<file path="config.mk">
export PLATFORM = sky130hd
export DESIGN_NAME = riot_timer
export DESIGN_NICKNAME = d
export VERILOG_FILES = /design/src/rtl/riot_timer_pkg.sv /design/src/rtl/riot_timer_ctrl.sv /design/src/rtl/riot_timer_dp.sv /design/src/rtl/riot_timer.sv
export SDC_FILE = /design/constraint.sdc
export NUM_CORES = 1
export LEC_CHECK = 0
export ABC_AREA = 0
export CORE_ASPECT_RATIO = 0.5
export CORE_MARGIN = 2
export CORE_UTILIZATION = 45
export DETAILED_ROUTE_END_ITERATION = 10
export PLACE_DENSITY = 0.77
export SLEW_MARGIN = 20
export SYNTH_ARGS = -nofsm -noshare
export SYNTH_HDL_FRONTEND = slang
export SYNTH_SLANG_ARGS = --single-unit
</file>
<file path="constraint.sdc">
create_clock -name clk -period 7.3 [get_ports clk]
set_input_delay 1.095 -clock clk [delete_from_list [all_inputs] [get_ports clk]]
set_output_delay 1.095 -clock clk [all_outputs]
set_load 0.02 [all_outputs]
</file>
<file path="src/rtl/riot_timer_pkg.sv">
package riot_timer_pkg;

  typedef enum logic [1:0] {
    PH_IDLE  = 2'd0,
    PH_COUNT = 2'd1,
    PH_POST  = 2'd2
  } phase_t;

  // Strobes and decoded fields passed from control to datapath
  typedef struct packed {
    logic       ioSpace;    // address bit 2 low
    logic       flagSpace;  // address bit 0 (timer space only)
    logic [1:0] regSel;     // address bits 1:0
    logic       enBit;      // address bit 3
    logic       portWr;
    logic       timerStart;
    logic       keepFlag;   // start arrives during first phase
    logic       expire;
    logic       countDown;
    logic       postDone;
    logic       flagRd;
    logic       timerRd;
    logic       edgeWr;
  } strobe_t;

endpackage

</file>
<file path="src/rtl/riot_timer_ctrl.sv">
module riot_timer_ctrl
  import riot_timer_pkg::*;
(
  input  logic       clk,
  input  logic       rst,
  input  logic [4:0] addr,
  input  logic       rdEn,
  input  logic       wrEn,
  input  logic       remDone,
  output strobe_t    stb,
  output phase_t     phase
);

  always_comb begin
    stb            = '0;
    stb.ioSpace    = !addr[2];
    stb.flagSpace  = addr[0];
    stb.regSel     = addr[1:0];
    stb.enBit      = addr[3];
    stb.portWr     = wrEn && !addr[2];
    stb.timerStart = wrEn && addr[2] && addr[4];
    stb.edgeWr     = wrEn && addr[2] && !addr[4];
    stb.flagRd     = rdEn && addr[2] && addr[0];
    stb.timerRd    = rdEn && addr[2] && !addr[0];
    stb.keepFlag   = (phase == PH_COUNT);
    stb.expire     = !stb.timerStart && (phase == PH_COUNT) && remDone;
    stb.postDone   = !stb.timerStart && (phase == PH_POST) && remDone;
    stb.countDown  = !stb.timerStart && (phase != PH_IDLE) && !remDone;
  end

  always_ff @(posedge clk) begin
    if (rst)                 phase <= PH_IDLE;
    else if (stb.timerStart) phase <= PH_COUNT;
    else if (stb.expire)     phase <= PH_POST;
    else if (stb.postDone)   phase <= PH_IDLE;
  end

  // an idle timer only leaves idle through a start write
  assert_idle_holds_R4: assert property (@(posedge clk) disable iff (rst)
    (phase == PH_IDLE && !stb.timerStart) |=> (phase == PH_IDLE));

  // expiry always enters the second phase
  assert_expire_to_post_R6: assert property (@(posedge clk) disable iff (rst)
    stb.expire |=> (phase == PH_POST));

endmodule

</file>
<file path="src/rtl/riot_timer_dp.sv">
module riot_timer_dp
  import riot_timer_pkg::*;
#(
  parameter int DATA_W   = 8,
  parameter int SHIFT_1  = 3,
  parameter int SHIFT_2  = 6,
  parameter int SHIFT_3  = 10,
  parameter int POST_LEN = 255
) (
  input  logic              clk,
  input  logic              rst,
  input  logic [DATA_W-1:0] wrData,
  input  strobe_t           stb,
  input  phase_t            phase,
  output logic              remDone,
  output logic [DATA_W-1:0] rdData,
  output logic              irq,
  output logic [DATA_W-1:0] portAData,
  output logic [DATA_W-1:0] portADir,
  output logic [DATA_W-1:0] portBData,
  output logic [DATA_W-1:0] portBDir,
  output logic [1:0]        edgeSel
);

  localparam int REM_W    = DATA_W + SHIFT_3;
  localparam int NUM_PORT = 2;

  logic [DATA_W-1:0] portData [NUM_PORT];
  logic [DATA_W-1:0] portDir  [NUM_PORT];
  logic [REM_W-1:0]  rem;
  logic [1:0]        preSel;
  logic              timFlag;
  logic              irqReg;
  logic              irqEn;
  logic [1:0]        edgeReg;

  function automatic int shiftOf(input logic [1:0] s);
    case (s)
      2'd0:    return 0;
      2'd1:    return SHIFT_1;
      2'd2:    return SHIFT_2;
      default: return SHIFT_3;
    endcase
  endfunction

  assign remDone = (rem <= REM_W'(1));

  always_ff @(posedge clk) begin
    if (rst) begin
      for (int p = 0; p < NUM_PORT; p++) begin
        portData[p] <= '1;
        portDir[p]  <= '0;
      end
      rem     <= '0;
      preSel  <= '0;
      timFlag <= 1'b0;
      irqReg  <= 1'b0;
      irqEn   <= 1'b0;
      edgeReg <= '0;
    end else begin
      if (stb.portWr) begin
        for (int p = 0; p < NUM_PORT; p++) begin
          if (stb.regSel[1] == p[0]) begin
            if (stb.regSel[0]) portDir[p] <= wrData;
            else portData[p] <= (portData[p] & ~portDir[p]) | (wrData & portDir[p]);
          end
        end
      end
      if (stb.edgeWr) edgeReg <= stb.regSel;
      if (stb.timerRd) irqEn <= stb.enBit;
      if (stb.timerStart) begin
        rem    <= REM_W'(wrData) << shiftOf(stb.regSel);
        preSel <= stb.regSel;
        irqEn  <= stb.enBit;
      end else if (stb.expire) begin
        rem <= REM_W'(POST_LEN);
      end else if (stb.postDone) begin
        rem <= '0;
      end else if (stb.countDown) begin
        rem <= rem - REM_W'(1);
      end
      if (stb.timerStart && !stb.keepFlag) timFlag <= 1'b0;
      if (stb.flagRd) timFlag <= 1'b0;
      if (stb.expire) timFlag <= 1'b1;
      if (stb.timerStart || stb.flagRd) irqReg <= 1'b0;
      if (stb.expire) irqReg <= irqEn;
    end
  end

  always_comb begin
    rdData = '1;
    if (stb.ioSpace) begin
      case (stb.regSel)
        2'd0:    rdData = portData[0];
        2'd1:    rdData = portDir[0];
        2'd2:    rdData = portData[1];
        default: rdData = portDir[1];
      endcase
    end else if (stb.flagSpace) begin
      rdData = {timFlag, {(DATA_W-1){1'b0}}};
    end else begin
      case (phase)
        PH_COUNT: rdData = DATA_W'(rem >> shiftOf(preSel));
        PH_POST:  rdData = DATA_W'(rem);
        default:  rdData = '0;
      endcase
    end
  end

  assign irq       = irqReg;
  assign portAData = portData[0];
  assign portADir  = portDir[0];
  assign portBData = portData[1];
  assign portBDir  = portDir[1];
  assign edgeSel   = edgeReg;

  // input-direction bits of a port survive a data write
  assert_mask_port_a_R3: assert property (@(posedge clk) disable iff (rst)
    (stb.portWr && stb.regSel == 2'd0) |=>
      (((portData[0] ^ $past(portData[0])) & ~$past(portDir[0])) == '0));
  assert_mask_port_b_R3: assert property (@(posedge clk) disable iff (rst)
    (stb.portWr && stb.regSel == 2'd2) |=>
      (((portData[1] ^ $past(portData[1])) & ~$past(portDir[1])) == '0));

  // a start write leaves the interrupt line low
  assert_start_clears_irq_R5: assert property (@(posedge clk) disable iff (rst)
    stb.timerStart |=> !irqReg);

  // the interrupt line implies a set timer flag
  assert_irq_needs_flag_R6: assert property (@(posedge clk) disable iff (rst)
    irqReg |-> timFlag);

  // second-phase count never exceeds its length
  assert_post_bound_R6: assert property (@(posedge clk) disable iff (rst)
    (phase == PH_POST) |-> (rem <= REM_W'(POST_LEN)));

  // a flag read without a coincident expiry clears the flag
  assert_flag_read_clears_R7: assert property (@(posedge clk) disable iff (rst)
    (stb.flagRd && !stb.expire) |=> !timFlag);

endmodule

</file>
<file path="src/rtl/riot_timer.sv">
module riot_timer
  import riot_timer_pkg::*;
#(
  parameter int DATA_W   = 8,
  parameter int SHIFT_1  = 3,
  parameter int SHIFT_2  = 6,
  parameter int SHIFT_3  = 10,
  parameter int POST_LEN = 255
) (
  input  logic              clk,
  input  logic              rst,
  input  logic [4:0]        busAddr,
  input  logic [DATA_W-1:0] busWrData,
  input  logic              busRd,
  input  logic              busWr,
  output logic [DATA_W-1:0] busRdData,
  output logic              irq,
  output logic [DATA_W-1:0] portAData,
  output logic [DATA_W-1:0] portADir,
  output logic [DATA_W-1:0] portBData,
  output logic [DATA_W-1:0] portBDir,
  output logic [1:0]        edgeSel
);

  strobe_t stb;
  phase_t  phase;
  logic    remDone;

  riot_timer_ctrl u_ctrl (
    .clk     (clk),
    .rst     (rst),
    .addr    (busAddr),
    .rdEn    (busRd),
    .wrEn    (busWr),
    .remDone (remDone),
    .stb     (stb),
    .phase   (phase)
  );

  riot_timer_dp #(
    .DATA_W   (DATA_W),
    .SHIFT_1  (SHIFT_1),
    .SHIFT_2  (SHIFT_2),
    .SHIFT_3  (SHIFT_3),
    .POST_LEN (POST_LEN)
  ) u_dp (
    .clk       (clk),
    .rst       (rst),
    .wrData    (busWrData),
    .stb       (stb),
    .phase     (phase),
    .remDone   (remDone),
    .rdData    (busRdData),
    .irq       (irq),
    .portAData (portAData),
    .portADir  (portADir),
    .portBData (portBData),
    .portBDir  (portBDir),
    .edgeSel   (edgeSel)
  );

endmodule

</file>
# ---- Word level (Yosys, flattened, before mapping)
# Memories as Yosys holds them, arrays and structs flattened.
# Index checks and enable logic that the tools add are counted.
dict set report word_totals {
  regBits 27
  ram_bits 32
  inputBits 17
  out_inout_bits 43
  elab_cells 112
  mem_count 2
}
dict set report op_classes {
  addsub 1
  n_lt_le_gt_ge 1
  n_eq_ne 6
  shift 2
  mux 49
  n_bitwise 12
  n_reduce_logical 31
}
# name depth width rd rd_ports_with_merged_regs wr line
set memory_table {}
lappend memory_table {u_dp.portData 2 8 2 0 2 riot_timer_dp.sv:28} ;# logic [DATA_W-1:0] portData [NUM_PORT];
lappend memory_table {u_dp.portDir 2 8 2 0 2 riot_timer_dp.sv:29} ;# logic [DATA_W-1:0] portDir [NUM_PORT];
# operator count
set op_table {}
lappend op_table {{$mux 32} 5}
lappend op_table {{$mux 18} 4}
lappend op_table {{$mux 8} 6}
lappend op_table {{$and 8x8->8} 4}
lappend op_table {{$shl 8x32->18} 1}
lappend op_table {{$shr 18x32->8} 1}
lappend op_table {{$mux 1} 28}
lappend op_table {{$pmux 4 s3} 2}
lappend op_table {{$pmux 8 s3} 1}
lappend op_table {{$le 18x1->1 const B} 1}
lappend op_table {{$sub 18x1->18 const B} 1}
lappend op_table {{$not 8->8} 2}
lappend op_table {{$or 8x8->8} 2}
lappend op_table {{$pmux 8 s2} 1}
lappend op_table {{$logic_and 1x1->1} 14}
lappend op_table {{$reduce_bool 2->1} 4}
lappend op_table {{$eq 2x1->1 const B} 3}
lappend op_table {{$eq 2x2->1 const B} 3}
lappend op_table {{$logic_not 1->1} 6}
lappend op_table {{$reduce_bool 3->1} 2}
lappend op_table {{$logic_not 2->1} 2}
lappend op_table {{$mux 2} 2}
lappend op_table {{$or 1x1->1} 4}
lappend op_table {{$reduce_bool 4->1} 1}
lappend op_table {{other kinds (2)} 2}

# ---- Longest topological paths before layout
# Gate-level depths: netlist of the first run.
dict set report depth {
  word_depth 9
  ltp_mapped 9
  ltp_nobuf 7
}

# ---- Hierarchy
# Synthesis of the first run repeated with hierarchy kept, for this count alone.
dict set report unflattened {
  hier_cells 400
  area_unflattened_um2 3880.0
}
# module n_inst cells_each area_each_um2 seq_area_each_um2
set modules_own_cells {}
lappend modules_own_cells {riot_timer_dp 1 375 3692.3 1461.4}
lappend modules_own_cells {riot_timer_ctrl 1 25 187.7 40.0}

# ---- Least setup slack after synthesis of the first run
# Ideal clock, no wire load.
dict set report synth_path {
  path_kind {input -> output}
  start {in busAddr[0]}
  end {out busRdData[7]}
  arrival_time_ns 2.551
  required_ns 6.205
  path_slack_ns 3.654
  cell_stages 6
  n_path_buf 3
  cell_sequence {clkbuf_1 clkbuf_1 clkbuf_1 nor2b_1 o21ai_0 a31oi_1}
}
dict set report synth_between {
  elab_chain_cells 3
}
# element line
set synth_rtl {}
lappend synth_rtl {{start: declaration} riot_timer.sv:12} ;# input logic [4:0] busAddr,
lappend synth_rtl {{$eq 2x2->1 (tied with other cells)} riot_timer_dp.sv:93} ;# case (stb.regSel)
lappend synth_rtl {{$pmux 8 s3} riot_timer_dp.sv:93}
lappend synth_rtl {{$mux 8 *} riot_timer_dp.sv:92} ;# if (stb.ioSpace) begin
lappend synth_rtl {{end: declaration} riot_timer.sv:16} ;# output logic [DATA_W-1:0] busRdData,
# Mark *: on every way between the ends. The rest lies on a longest branch, timed or not.

# ---- Final worst setup path of the first run
dict set report layout_path {
  start {in busAddr[1]}
  end {out busRdData[4]}
}
dict set report layout_between {
  elab_chain_cells 3
}
# element line
set layout_rtl {}
lappend layout_rtl {{$eq 2x2->1 (tied with other cells)} riot_timer_dp.sv:93}
lappend layout_rtl {{$pmux 8 s3 *} riot_timer_dp.sv:93}
lappend layout_rtl {{$mux 8 *} riot_timer_dp.sv:92}
# Marks and branches as above.

==> results by group, run 1 <==
Clock tree
  • CTS Hold Bufs: 0
  • Worst skew pair latency: ~0.33 ns
  • Clk slew on worst S/H paths: roughly 0.050 ns
  • Clock root buffer: clkbuf_16
  • Postcts setup bufs: 0
  • CTS max path bufs: 2
  • CTS Sinks: around 60
  • TritonCTS Buffers: 9
  • CTS H-tree depth: 3
  • Resized Gates After CTS: 0
  • CTS tree: built

STA
  • Setup tns final: 0 ns
  • Unrepaired setup endpoints after global routing: no
  • Final Max Tran Viols: 0
  • Slew HR: 30.8%
  • Clk_skew: about 0.0032 ns
  • Period Utilization, post-route: 63.8%
  • Clock period minus worst slack: 4.66 ns
  • Actual slew at the worst max-slew pin: 1.03 ns
  • Final Hold Fails: 0
  • Peak Freq: 215 MHz
  • Setup violators final: 0

Yosys
  • Syn_nets: 410
  • Post-synth top area cell: edfxtp_1
  • Synth Warn #: 0
  • Post-synthesis instance area: between 0.003 and 0.004 mm2
  • Distinct cell type count after synthesis: between 60 and 70
  • Flops & latches, synth: 59
  • Mapped Avg Cell Area: between 10 and 15 um2
  • Post-Synthesis Cells: about 390
  • Main synth FF type: edfxtp_1
  • Async S/R FF share, synth: 0%
  • Sequential-to-total area share from yosys stat: about two fifths
  • Area share of the leading cell type in the synthesized netlist: between 20% and 30%
  • Number of enable flip-flop cells after synthesis: 32
  • Ranking of synthesized cells by area: edfxtp_1 24%, dfxtp_1 14%, mux4_2 6.3%

Worst setup path
  • R2r setup slk: between 4 and 5 ns
  • Worst R2R Path Depth: 5
  • Startpoint Class: primary input
  • CP max stage cell: clkdlybuf4s50_1
  • Reg-to-reg critical path endpoint: u_dp.rem[4]$_SDFFE_PP0P_
  • Cell Chain, Critical Path: clkdlybuf4s50_1 -> mux4_2 -> nor2b_1 -> a31o_2 -> clkdlybuf4s50_1
  • Critical path endpoint category: output port
  • Req. time, crit path: 6.20 ns
  • Reg-to-reg startpoint: u_dp.rem[8]$_SDFFE_PP0P_
  • Worst setup startpoint: busAddr[1]
  • Most frequent cell on the critical path: clkdlybuf4s50_1
  • Kind of cell adding the most delay to the critical path: buffers and inverters
  • Buf/Inv on CP: 2
  • Max FO, Critical Path: 27
  • Total stage count of the critical path: 5
  • Critical path arrival: 3.56 ns
  • WS Path Type: primary input to output port
  • CP peak stage delay: 1.13 ns
  • Worst setup endpoint: busRdData[4]

GRT
  • Global route overflow: 0
  • Vias in the first global route: roughly 3.2k
  • Largest net degree at the start of global routing: 35
  • First-pass GRT wire length: approximately 18000 um
  • Initial antenna violation count: 0
  • Tot GR Track Use: 24.1%

Floorplanning
  • Initial Utilization: a little under half
  • Die area: about 0.0095 mm2
  • Die H: roughly 70 um
  • IO Count: 60
  • Die width: about 140 um
  • Core ar.: 0.00859 mm2
  • Row cnt: 24

Routing
  • Vias: around 3.4k
  • Via-to-Cell Ratio: between 6 and 7
  • # DRC: 0
  • Post-DR wirelength/cell: around 21 um
  • DRT iter0 DRCs: around 380
  • ANT nets after route: 0
  • Final WL: roughly 11000 um
  • 1st-pass router iterations: 6

Power
  • Pwr Density: about 280 mW/mm2
  • Pleak: about 1.7 nW
  • Worst VDD drop: 0.132 mV

Run
  • Max-cap violations: 0

Layout
  • ANT cells: 0
  • Fraction of layout cells with a size suffix above 1: 14.4%
  • Most common cell after layout, fill and taps aside: clkdlybuf4s50_1
  • Post-layout nets: ~450
  • Area grow syn2layout: 23.8%
  • Finished Layout Cells: roughly 550
  • Most frequent cells in the layout: 59 x clkdlybuf4s50_1, 43 x nand2_1, 32 x edfxtp_1

Place
  • IO buf count: between 50 and 60
  • GP Congestion: about 0.95
  • Placed instance count: between 500 and 600
  • DPL Wire Length: 7820 um

Run status
  • Status: complete, no violations

Hold path
  • Hold Crit Class: register to register
==> sequential cells by signal, summed over array words and instances (netlist names) <==
register and flops:
u_dp.irq 1, u_dp.portData 16, u_dp.edgeSel 2, u_dp.irqEn 1
u_dp.timFlag 1, u_dp.portDir 16, u_dp.rem 18, u_dp.preSel 2
u_ctrl.phase 2
==> layout make-up <==
type	count	area (um2)
Fill cell	747	3730
Multi-Input combinational cell	282	2220
Sequential cell	59	1500
Timing Repair Buffer	63	621
Clock buffer	9	225
Tap cell	117	146
Clock inverter	6	105
Inverter	12	45.0
==> power by group <==
group	switching (mW)	leakage, nW	internal, mW
Sequential	0.0476	0.488	0.380
Clock	0.148	0.165	0.329
Combinational	0.265	1.01	0.180
==> cells in the mapped netlist (all sizes together) (8+ instances only) <==
library cell	number
a211oi	18
a21oi	18
a31oi	9
and2	11
buf	8
clkbuf	27
dfxtp	27
edfxtp	32
inv	12
mux2i	24
mux4	12
nand2	43
nand3	10
nor2	19
nor2b	9
o21ai	11
==> how the worst min path moves through the flow <==
stage	from	end	slack, ns	cells past startpoint
final	u_dp.irq$_SDFFE_PP0P_	u_dp.irq$_SDFFE_PP0P_	0.49	2
after CTS	u_dp.irqEn$_SDFFE_PP0P_	u_dp.irq$_SDFFE_PP0P_	0.49	2
after global placement	u_dp.irqEn$_SDFFE_PP0P_	u_dp.irq$_SDFFE_PP0P_	0.47	2
after detailed placement	u_dp.irq$_SDFFE_PP0P_	u_dp.irq$_SDFFE_PP0P_	0.48	2
after floorplan	u_dp.irqEn$_SDFFE_PP0P_	u_dp.irq$_SDFFE_PP0P_	0.45	2
after global routing	u_dp.irqEn$_SDFFE_PP0P_	u_dp.irq$_SDFFE_PP0P_	0.51	2
==> kinds of logic (layout without fill, tap and decap cells) <==
kind of cell | after synthesis | count (layout) | share of synthesized area, %
xor+xnor | 4 | 4 | 0.892
buf+inv | 47 | 90 | 5.45
flops | 59 | 59 | 38.2
fa+ha+maj | 5 | 5 | 1.59
mux | 36 | 36 | 13.1
simple gates | 128 | 128 | 18.3
compound gates | 109 | 109 | 22.5
==> per-stage QoR <==
step	util [%]	setup WS (ns)	hold WS, ns	instance area, um2	total power, mW
final	56.6	2.64	0.485	4860	1.35
after global routing	56.6	2.57	0.510	4860	1.39
after CTS	56.6	2.67	0.487	4860	1.34
after detailed placement	52.7	2.68	0.478	4530	0.865
after global placement	52.7	2.72	0.467	4530	0.858
after floorplan	-	3.65	0.452	3930	0.772
==> layer usage <==
metal	vias to the layer above	wire (um)	global-route usage [%]
li1	1567	-	-
met5	-	0	0
met2	167	5290	38.5
met1	1692	4980	33.3
met4	0	68	4.63
met3	16	992	6.46
==> worst reg2reg max path, cell delays in order (launching register included) <==
cell      delay [ns]
dfxtp_1         0.37
or4_1           0.72
nor3_4          0.66
nand3_4         0.30
o211ai_4        0.45
a211oi_2        0.13
Note: power is estimated with default switching activity, not from simulation.
==> run 2, diff against run 1 <==
==> constraint.sdc (replaced) <==
create_clock -name clk -period 4.6 [get_ports clk]
set_input_delay 0.69 -clock clk [delete_from_list [all_inputs] [get_ports clk]]
set_output_delay 0.69 -clock clk [all_outputs]
set_load 0.02 [all_outputs]
==> run 2 against run 1 <==
Effect of this change: worst hold slack got worse by 0.0088 ns; combinational power up 57%; first-iteration DRC count is 4.0% lower; total power rose by 50%; non-clock buffer count grew 3; clock skew up 0.0046 ns; sequential cell count unchanged; clock-buffer cell count stayed put; via count shrank 1.6%; critical path depth grew 1; register-to-register slack lost 2.7 ns; critical path type unchanged; critical endpoint is now busRdData[3]; largest power group is now combinational cells.
==> results by group, run 2 (synthesis gave the netlist of run 1 again) <==
Run status
  • Status: complete, no violations (unchanged)

Clock tree
  • Clk slew on worst S/H paths: 0.05 ns (about the same)
  • TritonCTS Buffers: 9 (unchanged)
  • Clock root buffer: clkbuf_16 (unchanged)
  • CTS tree: built (unchanged)
  • Worst skew pair latency: 0.34 ns (was 0.33 ns)
  • CTS max path bufs: 2 (unchanged)
  • CTS Hold Bufs: 0 (unchanged)
  • Postcts setup bufs: 0 (unchanged)
  • CTS Sinks: 59 (unchanged)
  • CTS H-tree depth: 3 (unchanged)
  • Resized Gates After CTS: 0 (unchanged)

Layout
  • Largest registers: u_dp.rem: 18 flops, u_dp.portData: 16 flops, u_dp.portDir: 16 flops (unchanged)
  • Most common cell after layout, fill and taps aside: clkdlybuf4s50_1 (unchanged)
  • Fraction of layout cells with a size suffix above 1: 14.5% (was 14.4%)
  • ANT cells: 0 (unchanged)
  • Largest Register: u_dp.rem (unchanged)
  • Most frequent cells in the layout: 59 x clkdlybuf4s50_1, 43 x nand2_1, 32 x edfxtp_1 (unchanged)
  • Post-layout nets: 452 (was 449)
  • Max reg flops: 18 (unchanged)
  • Area grow syn2layout: 23.1% (was 23.8%)
  • Finished Layout Cells: 551 (was 548)
  • Fillcell total: 759 (was 747)

Power
  • Total chip power: 2.03 mW (was 1.35 mW)
  • Pleak: 1.65 nW (was 1.67 nW)
  • Worst VDD drop: 0.292 mV (was 0.132 mV)
  • Pwr Density: 420 mW/mm2 (was 278 mW/mm2)

GRT
  • Largest net degree at the start of global routing: 35 (unchanged)
  • Tot GR Track Use: 24.6% (was 24.1%)
  • Initial antenna violation count: 0 (unchanged)
  • Vias in the first global route: 3197 (was 3189)
  • First-pass GRT wire length: 17700 um (was 17600 um)
  • Global route overflow: 0 (unchanged)

Worst setup path
  • CP max stage cell: clkdlybuf4s50_1 (unchanged)
  • Most frequent cell on the critical path: clkdlybuf4s50_1 (unchanged)
  • Reg-to-reg startpoint: u_dp.rem[8]$_SDFFE_PP0P_ (unchanged)
  • Startpoint Class: primary input (unchanged)
  • Cell Chain, Critical Path: clkdlybuf4s50_1 -> buf_4 -> mux4_2 -> inv_1 -> o22ai_1 -> clkdlybuf4s50_1 (was clkdlybuf4s50_1 -> mux4_2 -> nor2b_1 -> a31o_2 -> clkdlybuf4s50_1)
  • CP peak stage delay: 0.73 ns (was 1.13 ns)
  • Req. time, crit path: 3.91 ns (was 6.20 ns)
  • Critical path arrival: 3.08 ns (was 3.56 ns)
  • WS Path Type: primary input to output port (unchanged)
  • Worst R2R Path Depth: 5 (unchanged)
  • Critical path endpoint category: output port (unchanged)
  • Reg-to-reg critical path endpoint: u_dp.rem[2]$_SDFFE_PP0P_ (was u_dp.rem[4]$_SDFFE_PP0P_)
  • Worst setup startpoint: busAddr[0] (was busAddr[1])
  • Max FO, Critical Path: 27 (unchanged)
  • R2r setup slk: 1.87 ns (was 4.53 ns)

STA
  • Setup violators final: 0 (unchanged)
  • Slew HR: 26.8% (was 30.8%)
  • Clk_skew: 0.00780 ns (was 0.00325 ns)
  • Period Utilization, post-route: between 80% and 90%
  • Unrepaired setup endpoints after global routing: no (unchanged)
  • Clock period minus worst slack: 3.77 ns
  • Setup tns final: 0 ns (unchanged)
  • Actual slew at the worst max-slew pin: 1.09 ns (was 1.03 ns)
  • Hold_ws: 0.476 ns (was 0.485 ns)
  • Final Hold Fails: 0 (unchanged)
  • Peak Freq: between 200 and 300 MHz
  • Final Max Tran Viols: 0 (unchanged)

Routing
  • # DRC: 0 (unchanged)
  • DRT iter0 DRCs: 363 (was 378)
  • Final WL: 11300 um (about the same)
  • 1st-pass router iterations: 5 (was 6)
  • Via-to-Cell Ratio: 6.15 (was 6.28)
  • ANT nets after route: 0 (unchanged)
  • Post-DR wirelength/cell: 20.5 um (was 20.7 um)
  • Vias: 3388 (was 3442)

Hold path
  • WHS Path Cells: 2 (unchanged)
  • Hold worst-path end: u_dp.irq$_SDFFE_PP0P_ (unchanged)
  • Hold Crit Start: u_dp.irq$_SDFFE_PP0P_ (unchanged)
  • Hold Crit Class: register to register (unchanged)

Run
  • Max-cap violations: 0 (unchanged)

Place
  • GP Congestion: 0.934 (was 0.945)
  • DPL Wire Length: 7890 um (was 7820 um)
  • IO buf count: 59 (unchanged)
  • Placed instance count: 536 (was 533)

Floorplanning
  • IO Count: 60 (unchanged)
  • Initial Utilization: 45.7% (unchanged)
  • Die width: 136 um (unchanged)
  • Row cnt: 24 (unchanged)
  • Die area: 0.00953 mm2 (unchanged)
  • Core ar.: 0.00859 mm2 (unchanged)
  • Die H: 70.1 um (unchanged)
## run 2: power by group
part	total (mW)	internal, mW	switching [mW]
Sequential	0.677	0.602	0.0744
Combinational	0.699	0.286	0.412
Clock	0.654	0.411	0.244
Total	2.03	1.30	0.731
## run 2: how the worst max path moves through the flow
stage | endpoint | cells after the start
2_1_floorplan | busRdData[7] | 6
3_3_place_gp | busRdData[3] | 6
3_5_place_dp | busRdData[3] | 6
4_1_cts | busRdData[3] | 6
5_1_grt | busRdData[3] | 6
6_report | busRdData[3] | 6
## run 2: final cells by class
| type | instances | area (um2) | area share [%] |
|---|---|---|---|
| Inverter | 12 | 45.0 | 0.932 |
| Multi-Input combinational cell | 282 | 2220 | 45.8 |
| Clock inverter | 6 | 57.6 | 1.19 |
| Timing Repair Buffer | 66 | 643 | 13.3 |
| Sequential cell | 59 | 1500 | 31.1 |
| Tap cell | 117 | 146 | 3.03 |
| Clock buffer | 9 | 225 | 4.66 |
## run 2: worst max-delay path, delay by kind of cell
kind	cells	cell delay, ns
AO/OA/AOI/OAI	1	0.07
multiplexers	1	0.54
buffers and inverters	4	1.77
## run 2: metrics by stage
step	cell area (um2)	worst slack [ns]	util, %
5_1_grt	4830	0.717	56.3
2_1_floorplan	3930	1.76	-
3_5_place_dp	4550	0.852	53.0
6_report	4830	0.826	56.3
4_1_cts	4830	0.828	56.3
3_3_place_gp	4550	0.906	53.0
## run 2: routing by layer
metal | part of all wire (%) | wire, um | global-route usage (%)
met1 | 44 | 4960 | 33.1
met3 | 9.9 | 1120 | 9.51
met2 | 45 | 5090 | 37.4
met4 | 1.2 | 133 | 6.13
met5 | 0 | 0 | 0
